===== config.mk =====
export PLATFORM = sky130hd
export DESIGN_NAME = sram_mst
export DESIGN_NICKNAME = d
export VERILOG_FILES = /design/src/rtl/sram_mst_pkg.sv /design/src/rtl/sram_mst_ctrl.sv /design/src/rtl/sram_mst_dp.sv /design/src/rtl/sram_mst.sv
export SDC_FILE = /design/constraint.sdc
export NUM_CORES = 1
export LEC_CHECK = 0
export BUFFER_PORTS_ARGS = -buffer_cell sky130_fd_sc_hd__buf_2
export CORE_AREA = 2 2 69 71
export DETAILED_ROUTE_END_ITERATION = 16
export DIE_AREA = 0 0 71 73
export PLACE_DENSITY = 0.73
export SLEW_MARGIN = 20
export SYNTH_ARGS = -nofsm -noshare
export SYNTH_HDL_FRONTEND = slang
export SYNTH_SLANG_ARGS = --single-unit
export TNS_END_PERCENT = 50

===== constraint.sdc =====
create_clock -name clk -period 1.8 [get_ports clk]
set_clock_uncertainty 0.15 [all_clocks]
set_input_delay 0.36 -clock clk [delete_from_list [all_inputs] [get_ports clk]]
set_output_delay 0.36 -clock clk [all_outputs]
set_load 0.01 [all_outputs]

===== src/rtl/sram_mst_pkg.sv =====
package sram_mst_pkg;

  typedef enum logic [2:0] {
    ST_IDLE,
    ST_RD_TURN,
    ST_RD_ACC,
    ST_WR_SETUP,
    ST_WR_PULSE,
    ST_WR_HOLD,
    ST_FINISH
  } ctrlState_t;

  // Strobes from control to datapath; all active high here.
  typedef struct packed {
    logic load;      // latch the request fields
    logic ceAct;     // chip select asserted
    logic oeAct;     // memory outputs enabled
    logic weAct;     // write strobe asserted
    logic driveAct;  // master drives the data bus
    logic complete;  // last cycle of the access
  } strobe_t;

  function automatic int cyclesFor(input int ns, input int clkNs);
    return (ns + clkNs - 1) / clkNs;
  endfunction

  function automatic int maxOf(input int a, input int b);
    return (a > b) ? a : b;
  endfunction

endpackage


===== src/rtl/sram_mst_ctrl.sv =====
module sram_mst_ctrl
  import sram_mst_pkg::*;
#(
  parameter int RD_N   = 21,
  parameter int WP_N   = 17,
  parameter int HOLD_N = 4,
  parameter int CNT_W  = 5
) (
  input  logic    clk,
  input  logic    rstN,
  input  logic    reqValid,
  input  logic    reqWrite,
  output logic    busy,
  output strobe_t strobes
);

  localparam logic [CNT_W-1:0] RD_LOAD   = CNT_W'(RD_N - 1);
  localparam logic [CNT_W-1:0] WP_LOAD   = CNT_W'(WP_N - 1);
  localparam logic [CNT_W-1:0] HOLD_LOAD = CNT_W'(HOLD_N - 1);

  ctrlState_t state, stateNext;
  logic [CNT_W-1:0] cnt, cntNext;
  logic cntZero;

  assign cntZero = (cnt == '0);
  assign busy    = (state != ST_IDLE);

  always_comb begin
    stateNext = state;
    cntNext   = cnt;
    strobes   = '0;
    unique case (state)
      ST_IDLE: begin
        if (reqValid) begin
          strobes.load = 1'b1;
          stateNext    = reqWrite ? ST_WR_SETUP : ST_RD_TURN;
        end
      end
      ST_RD_TURN: begin
        // bus already released; outputs of the memory still off
        strobes.ceAct = 1'b1;
        stateNext     = ST_RD_ACC;
        cntNext       = RD_LOAD;
      end
      ST_RD_ACC: begin
        strobes.ceAct = 1'b1;
        strobes.oeAct = 1'b1;
        if (cntZero) begin
          strobes.complete = 1'b1;
          stateNext        = ST_FINISH;
        end else begin
          cntNext = cnt - 1'b1;
        end
      end
      ST_WR_SETUP: begin
        strobes.ceAct    = 1'b1;
        strobes.driveAct = 1'b1;
        stateNext        = ST_WR_PULSE;
        cntNext          = WP_LOAD;
      end
      ST_WR_PULSE: begin
        strobes.ceAct    = 1'b1;
        strobes.weAct    = 1'b1;
        strobes.driveAct = 1'b1;
        if (cntZero) begin
          stateNext = ST_WR_HOLD;
          cntNext   = HOLD_LOAD;
        end else begin
          cntNext = cnt - 1'b1;
        end
      end
      ST_WR_HOLD: begin
        strobes.ceAct    = 1'b1;
        strobes.driveAct = 1'b1;
        if (cntZero) begin
          strobes.complete = 1'b1;
          stateNext        = ST_FINISH;
        end else begin
          cntNext = cnt - 1'b1;
        end
      end
      ST_FINISH: stateNext = ST_IDLE;
      default:   stateNext = ST_IDLE;
    endcase
  end

  always_ff @(posedge clk) begin
    if (!rstN) begin
      state <= ST_IDLE;
      cnt   <= '0;
    end else begin
      state <= stateNext;
      cnt   <= cntNext;
    end
  end

endmodule


===== src/rtl/sram_mst_dp.sv =====
module sram_mst_dp
  import sram_mst_pkg::*;
#(
  parameter int ADDR_W = 15,
  parameter int DATA_W = 8
) (
  input  logic              clk,
  input  logic              rstN,
  input  strobe_t           strobes,
  input  logic              reqWrite,
  input  logic [ADDR_W-1:0] reqAddr,
  input  logic [DATA_W-1:0] reqWdata,
  output logic [ADDR_W-1:0] memAddr,
  output logic              memCeN,
  output logic              memOeN,
  output logic              memWeN,
  output logic [DATA_W-1:0] dqOut,
  output logic              dqDriveEn,
  input  logic [DATA_W-1:0] dqIn,
  output logic              done,
  output logic [DATA_W-1:0] rdData
);

  logic [ADDR_W-1:0] addrQ;
  logic [DATA_W-1:0] wdataQ;
  logic              writeQ;
  logic              completeQ;

  // Request fields: held until the next accepted request.
  always_ff @(posedge clk) begin
    if (!rstN) begin
      addrQ  <= '0;
      wdataQ <= '0;
      writeQ <= 1'b0;
    end else if (strobes.load) begin
      addrQ  <= reqAddr;
      wdataQ <= reqWdata;
      writeQ <= reqWrite;
    end
  end

  assign memAddr = addrQ;
  assign dqOut   = wdataQ;

  // Pin registers: glitch-free strobes, one cycle behind the control.
  always_ff @(posedge clk) begin
    if (!rstN) begin
      memCeN    <= 1'b1;
      memOeN    <= 1'b1;
      memWeN    <= 1'b1;
      dqDriveEn <= 1'b0;
      completeQ <= 1'b0;
    end else begin
      memCeN    <= ~strobes.ceAct;
      memOeN    <= ~strobes.oeAct;
      memWeN    <= ~strobes.weAct;
      dqDriveEn <= strobes.driveAct;
      completeQ <= strobes.complete;
    end
  end

  // Read capture at the end of the last output-enabled pin cycle.
  always_ff @(posedge clk) begin
    if (!rstN) begin
      done   <= 1'b0;
      rdData <= '0;
    end else begin
      done <= completeQ;
      if (completeQ && !writeQ) rdData <= dqIn;
    end
  end

endmodule


===== src/rtl/sram_mst.sv =====
module sram_mst
  import sram_mst_pkg::*;
#(
  parameter int CLK_NS = 4,
  parameter int ADDR_W = 15,
  parameter int DATA_W = 8,
  parameter int ACC_NS = 85,
  parameter int OE_NS  = 45,
  parameter int WP_NS  = 65,
  parameter int DS_NS  = 35,
  parameter int AH_NS  = 5,
  parameter int CYC_NS = 85
) (
  input  logic              clk,
  input  logic              rstN,
  input  logic              reqValid,
  input  logic              reqWrite,
  input  logic [ADDR_W-1:0] reqAddr,
  input  logic [DATA_W-1:0] reqWdata,
  output logic              busy,
  output logic              done,
  output logic [DATA_W-1:0] rdData,
  output logic [ADDR_W-1:0] memAddr,
  output logic              memCeN,
  output logic              memOeN,
  output logic              memWeN,
  output logic [DATA_W-1:0] dqOut,
  output logic              dqDriveEn,
  input  logic [DATA_W-1:0] dqIn
);

  // Output-enable phase: address already stable one pin cycle earlier.
  localparam int RD_N = maxOf(maxOf(cyclesFor(OE_NS, CLK_NS),
                                    cyclesFor(ACC_NS, CLK_NS) - 1), 1);
  // Strobe width; data is on the bus one pin cycle before the strobe.
  localparam int WP_N = maxOf(maxOf(cyclesFor(WP_NS, CLK_NS),
                                    cyclesFor(DS_NS, CLK_NS) - 1), 1);
  // Hold phase, padded so the whole select period meets the cycle minimum.
  localparam int HOLD_N = maxOf(maxOf(cyclesFor(AH_NS, CLK_NS),
                                      cyclesFor(CYC_NS, CLK_NS) - 1 - WP_N), 1);
  localparam int CNT_W = $clog2(maxOf(maxOf(RD_N, WP_N), HOLD_N) + 1);

  strobe_t strobes;

  sram_mst_ctrl #(
    .RD_N  (RD_N),
    .WP_N  (WP_N),
    .HOLD_N(HOLD_N),
    .CNT_W (CNT_W)
  ) uCtrl (
    .clk     (clk),
    .rstN    (rstN),
    .reqValid(reqValid),
    .reqWrite(reqWrite),
    .busy    (busy),
    .strobes (strobes)
  );

  sram_mst_dp #(
    .ADDR_W(ADDR_W),
    .DATA_W(DATA_W)
  ) uDp (
    .clk      (clk),
    .rstN     (rstN),
    .strobes  (strobes),
    .reqWrite (reqWrite),
    .reqAddr  (reqAddr),
    .reqWdata (reqWdata),
    .memAddr  (memAddr),
    .memCeN   (memCeN),
    .memOeN   (memOeN),
    .memWeN   (memWeN),
    .dqOut    (dqOut),
    .dqDriveEn(dqDriveEn),
    .dqIn     (dqIn),
    .done     (done),
    .rdData   (rdData)
  );

endmodule


Word level (Yosys, flattened, before mapping)

Cells that the tools add are included.

$add $sub $neg: 1
Equality and inequality tests: 9
Multiplexer cells: 15
Bitwise gates (word level): 3
Reduce and logical (&&, ||, !) cells: 12

Operators with widths:

| operator              | number |
|---|---|
| $pmux W5 S4           | 1 |
| $pmux W3 S5           | 1 |
| $mux W5               | 2 |
| $mux W3               | 3 |
| $mux W1               | 7 |
| $eq A3 B2 Y1 const B  | 2 |
| $eq A3 B3 Y1 const B  | 2 |
| $logic_not A5 Y1      | 1 |
| $reduce_or A5 Y1      | 1 |
| $sub A5 B1 Y5 const B | 1 |
| $ne A2 B1 Y1 const B  | 2 |
| $ne A2 B2 Y1 const B  | 2 |
| $reduce_and A2 Y1     | 2 |
| $reduce_bool A4 Y1    | 1 |
| $eq A3 B1 Y1 const B  | 1 |
| $logic_not A3 Y1      | 1 |
| $not A1 Y1            | 3 |
| $reduce_and A3 Y1     | 1 |
| $reduce_bool A3 Y1    | 1 |
| $reduce_or A3 Y1      | 1 |
| $mux W2               | 1 |
| $reduce_or A2 Y1      | 1 |
| $logic_and A1 B1 Y1   | 1 |
| $logic_not A1 Y1      | 1 |

Register bits after elaboration: 46
Bits of input ports: 35
Output and inout bits: 37
Word-level logic and storage cells: 52

Depth between registers and ports, before layout

Gate-level depths: netlist (run 1).

Depth after elaboration: 4
Mapped depth: 7
Gate-level depth less buffers: 6

Hierarchy

From an unflattened synthesis (run 1), not the netlist that was laid out.

Cells, all modules: 208
Area, all modules: 2033.2 um2

Modules (own cells, without submodules):

| module        | times used | cells each | area an instance (um2) | seq. area each (um2) |
|---|---|---|---|---|
| sram_mst_dp   | 1          | 126        | 1415.1                 | 760.7 |
| sram_mst_ctrl | 1          | 82         | 618.1                  | 160.2 |

Least setup slack after synthesis (run 1)

No wires, ideal clock.

Path type: reg-to-reg
Start point: reg uCtrl.cnt[0]
End point: reg uCtrl.cnt[2]
Arrival time: 1569 ps
Data required time: 1576 ps
Setup slack: 7 ps
Stages on the path, launching flop included: 8
Period minus slack after synthesis: 1793 ps
Cell sequence: dfxtp_1 > inv_1 > ha_1 > or4b_1 > buf_2 > a21oi_1 > o211ai_1 > a31oi_1

Cells in the longest elaborated chain, start to end: 3
Elaborated cells between the ends (all ways): 7
Classes of those cells: 1 x add/sub; 1 x eq/ne; 3 x mux; 2 x reduce/logical

Ends and longest elaborated chain:

| element                                                  | RTL line                                 | RTL |
|---|---|---|
| start: declaration                                       | sram_mst_ctrl.sv:22                      | `logic [CNT_W-1:0] cnt, cntNext;` |
| start signal: assignment                                 | sram_mst_ctrl.sv:93                      | `cnt <= cntNext;` |
| $sub A5 B1 Y5 / $logic_not A5 Y1 (equally long branches) | --                                       |  |
| $mux W5, or another cell as far along                    | sram_mst_ctrl.sv:48, sram_mst_ctrl.sv:75 |  |
| $pmux W5 S4 / $reduce_and A2 Y1 (equally long branches)  | --                                       |  |

Parallel ways exist; a longest one is shown, timed or not. The select of a mux whose other input is x is not followed.
A chain may end at the register's enable or synchronous reset.

Worst setup path in the final report (run 1)

Start point: reg uCtrl.cnt[0]
End point: reg uCtrl.cnt[1]

The elaborated chain is that of the path after synthesis.

==> results of run 1 <==
==> flip-flops by register name (all words and copies together), names as in the netlist <==
signal / count
uDp.writeQ: 1
uDp.memAddr: 15
uDp.dqDriveEn: 1
uDp.dqOut: 8
uDp.done: 1
uDp.rdData: 8
uDp.memOeN: 1
uDp.memWeN: 1
uDp.completeQ: 1
uCtrl.cnt: 5
uCtrl.state: 3
uDp.memCeN: 1
==> worst register-to-register path, delay by kind of cell (launching register included) <==
kind	cells	cell delay [ns]
AOI/OAI and AO/OA	3	0.40
adders and majority gates	1	0.14
buffers and inverters	1	0.08
DFF	1	0.33
and+or+nand+nor	1	0.54
==> report_power, final <==
group / switching, W / leakage (nW) / internal (W)
sequential: 0.000115 / 0.376 / 0.00123
clock: 0.000356 / 0.0585 / 0.000416
combinational: 0.000971 / 0.694 / 0.000845
total: 0.00144 / 1.13 / 0.00249
==> worst paths after layout <==
check | slack, ns | from | to | depth (start not counted)
max | 0.09 | uCtrl.cnt[0] | uCtrl.cnt[1] | 6
min reg2reg | 0.30 | uDp.memAddr[2] | uDp.memAddr[2] | 2
max reg2reg | 0.09 | uCtrl.cnt[0] | uCtrl.cnt[1] | 6
min | 0.14 | reqWdata[4] | uDp.dqOut[4] | 3
==> routing by layer <==
metal / GRT usage / vias up / part of all wire
met5: 0 / - / 0
met4: 0.0566 / 0 / 0.016
met3: 0.0497 / 8 / 0.071
met2: 0.276 / 59 / 0.47
met1: 0.189 / 791 / 0.44
li1: - / 908 / -
==> kinds of logic after synthesis <==
group                    count (synthesis)  synth area share
AO/OA/AOI/OAI                           51             0.158
XOR/XNOR                                 2           0.00956
adder cells (fa/ha/maj)                  1           0.00683
buffers and inverters                   21            0.0485
flip-flops                              46             0.503
multiplexers                             8            0.0437
AND/OR/NAND/NOR                         96             0.231
==> repair_timing <==
| action | 4_1_cts | 5_1_grt |
|---|---|---|
| cloned | 0 | 0 |
| pin swaps | 0 | 3 |
| resized for setup | 1 | 11 |
| endpoints found under the setup margin | 4 | 7 |
==> per-stage QoR <==
stage                     cell area (µm²)  setup TNS [ns]  setup WS, ns  utilization  power, W
after floorplan                      1830               0       0.00680            -   0.00241
after global placement               2300               0        0.0428        0.508   0.00294
after detailed placement             2300          -0.107       -0.0576        0.508   0.00300
after CTS                            2420               0        0.0518        0.534   0.00380
after global routing                 2460               0        0.0328        0.543   0.00420
final                                2460               0        0.0905        0.543   0.00393
==> final cells by class <==
type	instances	area, µm²	area share
flip-flops and latches	46	922	0.375
repair buffers	87	479	0.195
well taps	54	67.6	0.0275
clock buffers	5	68.8	0.0280
inverters	5	18.8	0.00763
clock inverters	3	43.8	0.0178
multi-input cells	158	861	0.350
==> cells in the final DEF, fill, tap and decap left out, drive strengths merged, types with 5 or more instances in the layout <==
master and count:
o21ai 6, dfxtp 46, buf 87, nor3 7
clkbuf 5, inv 6, nand2 58, a21oi 32
nor2 15, mux2i 8
==> reports/summary.txt, run 1 <==
Final Hold Fails: 0
Post-CTS Hold Fix Bufs: 0
RSZ-0062 raised after global routing: no
Ys Warns: 0
Buf/Inv on CP: 1
First-pass GRT wire length: 6650 µm
Crit path max fanout: 8
CTS tree: done
DRC Markers: 0
CTS H-tree lvls: 2
Share of layout cells above drive strength 1: 0.345
Top-area cell type share of the netlist area: 0.503
Ys flop type: dfxtp_1
DRT Wirelength: 4270 µm
Clock transition at path regs: 0.09 ns
Sink Count: 46
Initial DRT Pass Iterations: 4
Vias per inst: 4.93
Hold Slack: 0.136 ns
Floorplan Core Area: 4540 µm²
Syn-to-layout area delta: 34.4%
CTS root buf: clkbuf_8
Final net count: 339
Critical path arrival: 1.79 ns
Synth async-reset ratio: 0
Die ar.: 5180 µm²
Area leader, netlist: dfxtp_1
Post-DRT Antenna Nets: 0
Crit-path max cell delay: 0.54 ns
Starting DRT DRC Count: 59
Pin slew with the least headroom to its limit: 0.284 ns
CP Cell Sequence: inv_2 -> ha_4 -> or4b_4 -> a31oi_1 -> o21ai_0 -> a21oi_1
Worst-Skew Late Latency: 0.30 ns
Commonest cells in the synthesized netlist: nand2_1, dfxtp_1, a21oi_1, nor2_1, clkbuf_1
Site row count: 25
PD cells: 1600 nW/µm²
Vert. Die Dim: 73 µm
VDD IR max: 0.000578 V
Max-slew headroom: 0.809
LEAKAGE: 1.13 nW
Ranking of synthesized cells by area: dfxtp_1, nand2_1, a21oi_1
Final setup fails: 0
Netlist cell types: 31
Largest net degree at the start of global routing: 25
WP data required: 1.88 ns
Max clock buf depth: 2
Max-cap violations: 0
Cell Area, Synth: 1830 µm²
Routed len/inst: 11.9 µm
Total CTS buffers: 5
Fill cell count: 439
F_max: 585 MHz
Total global-route track usage: 0.160
Hold WC Path Type: in -> reg
Max-slew violations: 0
DR vias: 1,766
Family with the most delay on the worst path: simple AND/OR/NAND/NOR gates
Starting density of the core: 0.404
Vias in the first global route: 1,470
Number of flops mapped to enable cells by yosys: 0
DP Wirelength: 3030 µm
Die width: 71 µm
CP endpoint kind: register
Diodes inserted: 0
Inst Count DP: 350
CP Class: reg -> reg
Critical Path Source Type: register
Sequential area share after synthesis: 0.503
Syn_area_per_cell: 8.14 µm²
Final min period: 1.71 ns
Status: finished, final reports clean
Post-synthesis register bit count: 46
Initial antenna violation count: 0
GRT overflow: 0
Global placement routability congestion: 0.883
Layout Cells excl Fill: 358
IO buf count: 71
I/O pins: 72
Post-Synthesis Cells: 225
Final Cycle Share: 0.950
Post-CTS setup buffer count: 0
Slowest stage cell on the critical path: or4b_4
Syn Nets: 261
Count leader, synth: nand2_1
Power figures use the tool's default switching activity.
==> run 2: changes to the inputs <==
Settings changed: REMOVE_ABC_BUFFERS from default to 1.
==> run 2 against run 1 <==
  * Register-to-register slack barely moved
  * Via count rose by 0.91%
  * Power fell by 6.0%
  * Count of clock-buffer cells in the layout did not move
  * Clock power fell by 15%
  * Worst setup slack improved by 0.0096 ns
  * Non-clock buffer count fell by 3
  * Critical endpoint is now uCtrl.cnt[2]
==> reports/summary.txt, run 2 (synthesis results as in run 1) <==
Clock transition at path regs: 0.10 ns
Post-CTS setup buffer count: 0
Critical path arrival: 1.78 ns
Diodes inserted: 0
CP Cell Sequence: inv_1 -> ha_1 -> or4b_4 -> a21oi_1 -> o211ai_1 -> a31oi_1
I/O pins: 72
Global placement routability congestion: 0.809
Commonest non-fill, non-tap cell in the layout: buf_2
Final Hold Fails: 0
Fill cell count: 446
CP endpoint kind: register
PD cells: 1530 nW/µm²
R2r worst-path depth: 6
CP Class: reg -> reg
CTS root buf: clkbuf_8
Internal power: 0.00229 W
Initial antenna violation count: 0
DR vias: 1,782
CTS H-tree lvls: 2
WP data required: 1.88 ns
Final Cycle Share: 0.944
IO buf count: 71
Post-CTS Hold Fix Bufs: 0
Crit-path max cell delay: 0.53 ns
Vert. Die Dim: 73 µm
Buf/Inv on CP: 1
DP Wirelength: 3000 µm
Slowest stage cell on the critical path: or4b_4
Total global-route track usage: 0.163
Vias per inst: 5.02
Vias in the first global route: 1,499
Hold depth: 3
Final setup fails: 0
CTS tree: done
LEAKAGE: 1.10 nW
FF+latch area: 921 µm²
First-pass GRT wire length: 6710 µm
DRC Markers: 0
GRT overflow: 0
Max-cap violations: 0
Site row count: 25
Die width: 71 µm
Worst-Skew Late Latency: 0.31 ns
Critical Path Source Type: register
Post-DRT Antenna Nets: 0
Area of the multi-input gates: 840 µm²
F_max: 588 MHz
Switching share of power: 0.379
Final min period: 1.70 ns
VDD IR max: 0.000716 V
Hold WC Path Type: in -> reg
Max-slew headroom: 0.770
Hold Slack: 0.128 ns
Max reg flops: 15
Total CTS buffers: 5
Layout Cells excl Fill: 355
Clock Power Share: 0.177
Routed len/inst: 12.2 µm
Floorplan Core Area: 4540 µm²
Psw: 0.00140 W
Starting DRT DRC Count: 61
Initial DRT Pass Iterations: 4
Max clock buf depth: 2
Inst Count DP: 347
Stages on worst setup path: 6
Die ar.: 5180 µm²
DRT Wirelength: 4320 µm
Most frequent cells in the layout: buf_2, nand2_1, dfxtp_1, a21oi_1, nor2_1
Max-slew violations: 0
Sink Count: 46
Resize count post-CTS: 1
Power Total: 0.00369 W
Family with the most delay on the worst path: simple AND/OR/NAND/NOR gates
Starting density of the core: 0.404
Final net count: 336
Syn-to-layout area delta: 32.0%
Share of layout cells above drive strength 1: 0.319
Status: finished, final reports clean
Crit path max fanout: 8
Largest net degree at the start of global routing: 34
Pin slew with the least headroom to its limit: 0.344 ns
Reg power frac: 0.370
Part of the power in combinational logic: 0.453
## run 2: cell count changes in the layout (fill, tap and decap cells not counted), sizes merged
cell / before / now
bufinv: 1 / 0
clkinv: 1 / 0
clkinvlp: 0 / 2
buf: 87 / 84
## run 2: worst register-to-register path, cell delays in order (launching register included)
cell and delay [ns]:
dfxtp_1 0.32, inv_1 0.07, ha_1 0.15, or4b_4 0.53, a21oi_1 0.17, o211ai_1 0.09, a31oi_1 0.15
## run 2: through the flow
step,TNS (ns),cell area (µm²),util,setup slack (ns)
final,0,2420,0.533,0.100
after global routing,-0.00518,2420,0.533,-0.00518
after CTS,0,2400,0.530,0.0179
after detailed placement,0,2310,0.509,0.00728
after global placement,0,2310,0.509,0.0569
after floorplan,-0.0871,1760,-,-0.0348
## run 2: metal layers
metal,wire length (µm),track usage,vias to the layer above,part of all wire
met5,0,0,-,0
met4,62,0.0671,0,0.014
met3,328,0.0566,6,0.076
met2,2010,0.262,64,0.47
met1,1920,0.201,811,0.44
li1,-,-,901,-
## run 2: worst paths after layout
check | startpoint | to | slack (ns)
worst max-delay path | uCtrl.cnt[0] | uCtrl.cnt[2] | 0.10
worst min-delay path | reqAddr[11] | uDp.memAddr[11] | 0.13
worst max register to register | uCtrl.cnt[0] | uCtrl.cnt[2] | 0.10
worst min register to register | uDp.dqOut[1] | uDp.dqOut[1] | 0.30
## run 2: area by class of cell
type | instances | share of cell area
Sequential cell | 46 | 0.381
Multi-Input combinational cell | 158 | 0.347
Timing Repair Buffer | 84 | 0.198
Clock buffer | 5 | 0.0285
Tap cell | 54 | 0.0280
Clock inverter | 3 | 0.00983
Inverter | 5 | 0.00776
## run 2: power by group through the flow
stage | sequential (W) | combinational (W) | clock, W
floorplan | 0.00147 | 0.000855 | 0
global placement | 0.00136 | 0.00158 | 0
detailed placement | 0.00137 | 0.00160 | 0
CTS | 0.00135 | 0.00163 | 0.000678
global route | 0.00138 | 0.00186 | 0.000717
finish | 0.00136 | 0.00167 | 0.000654
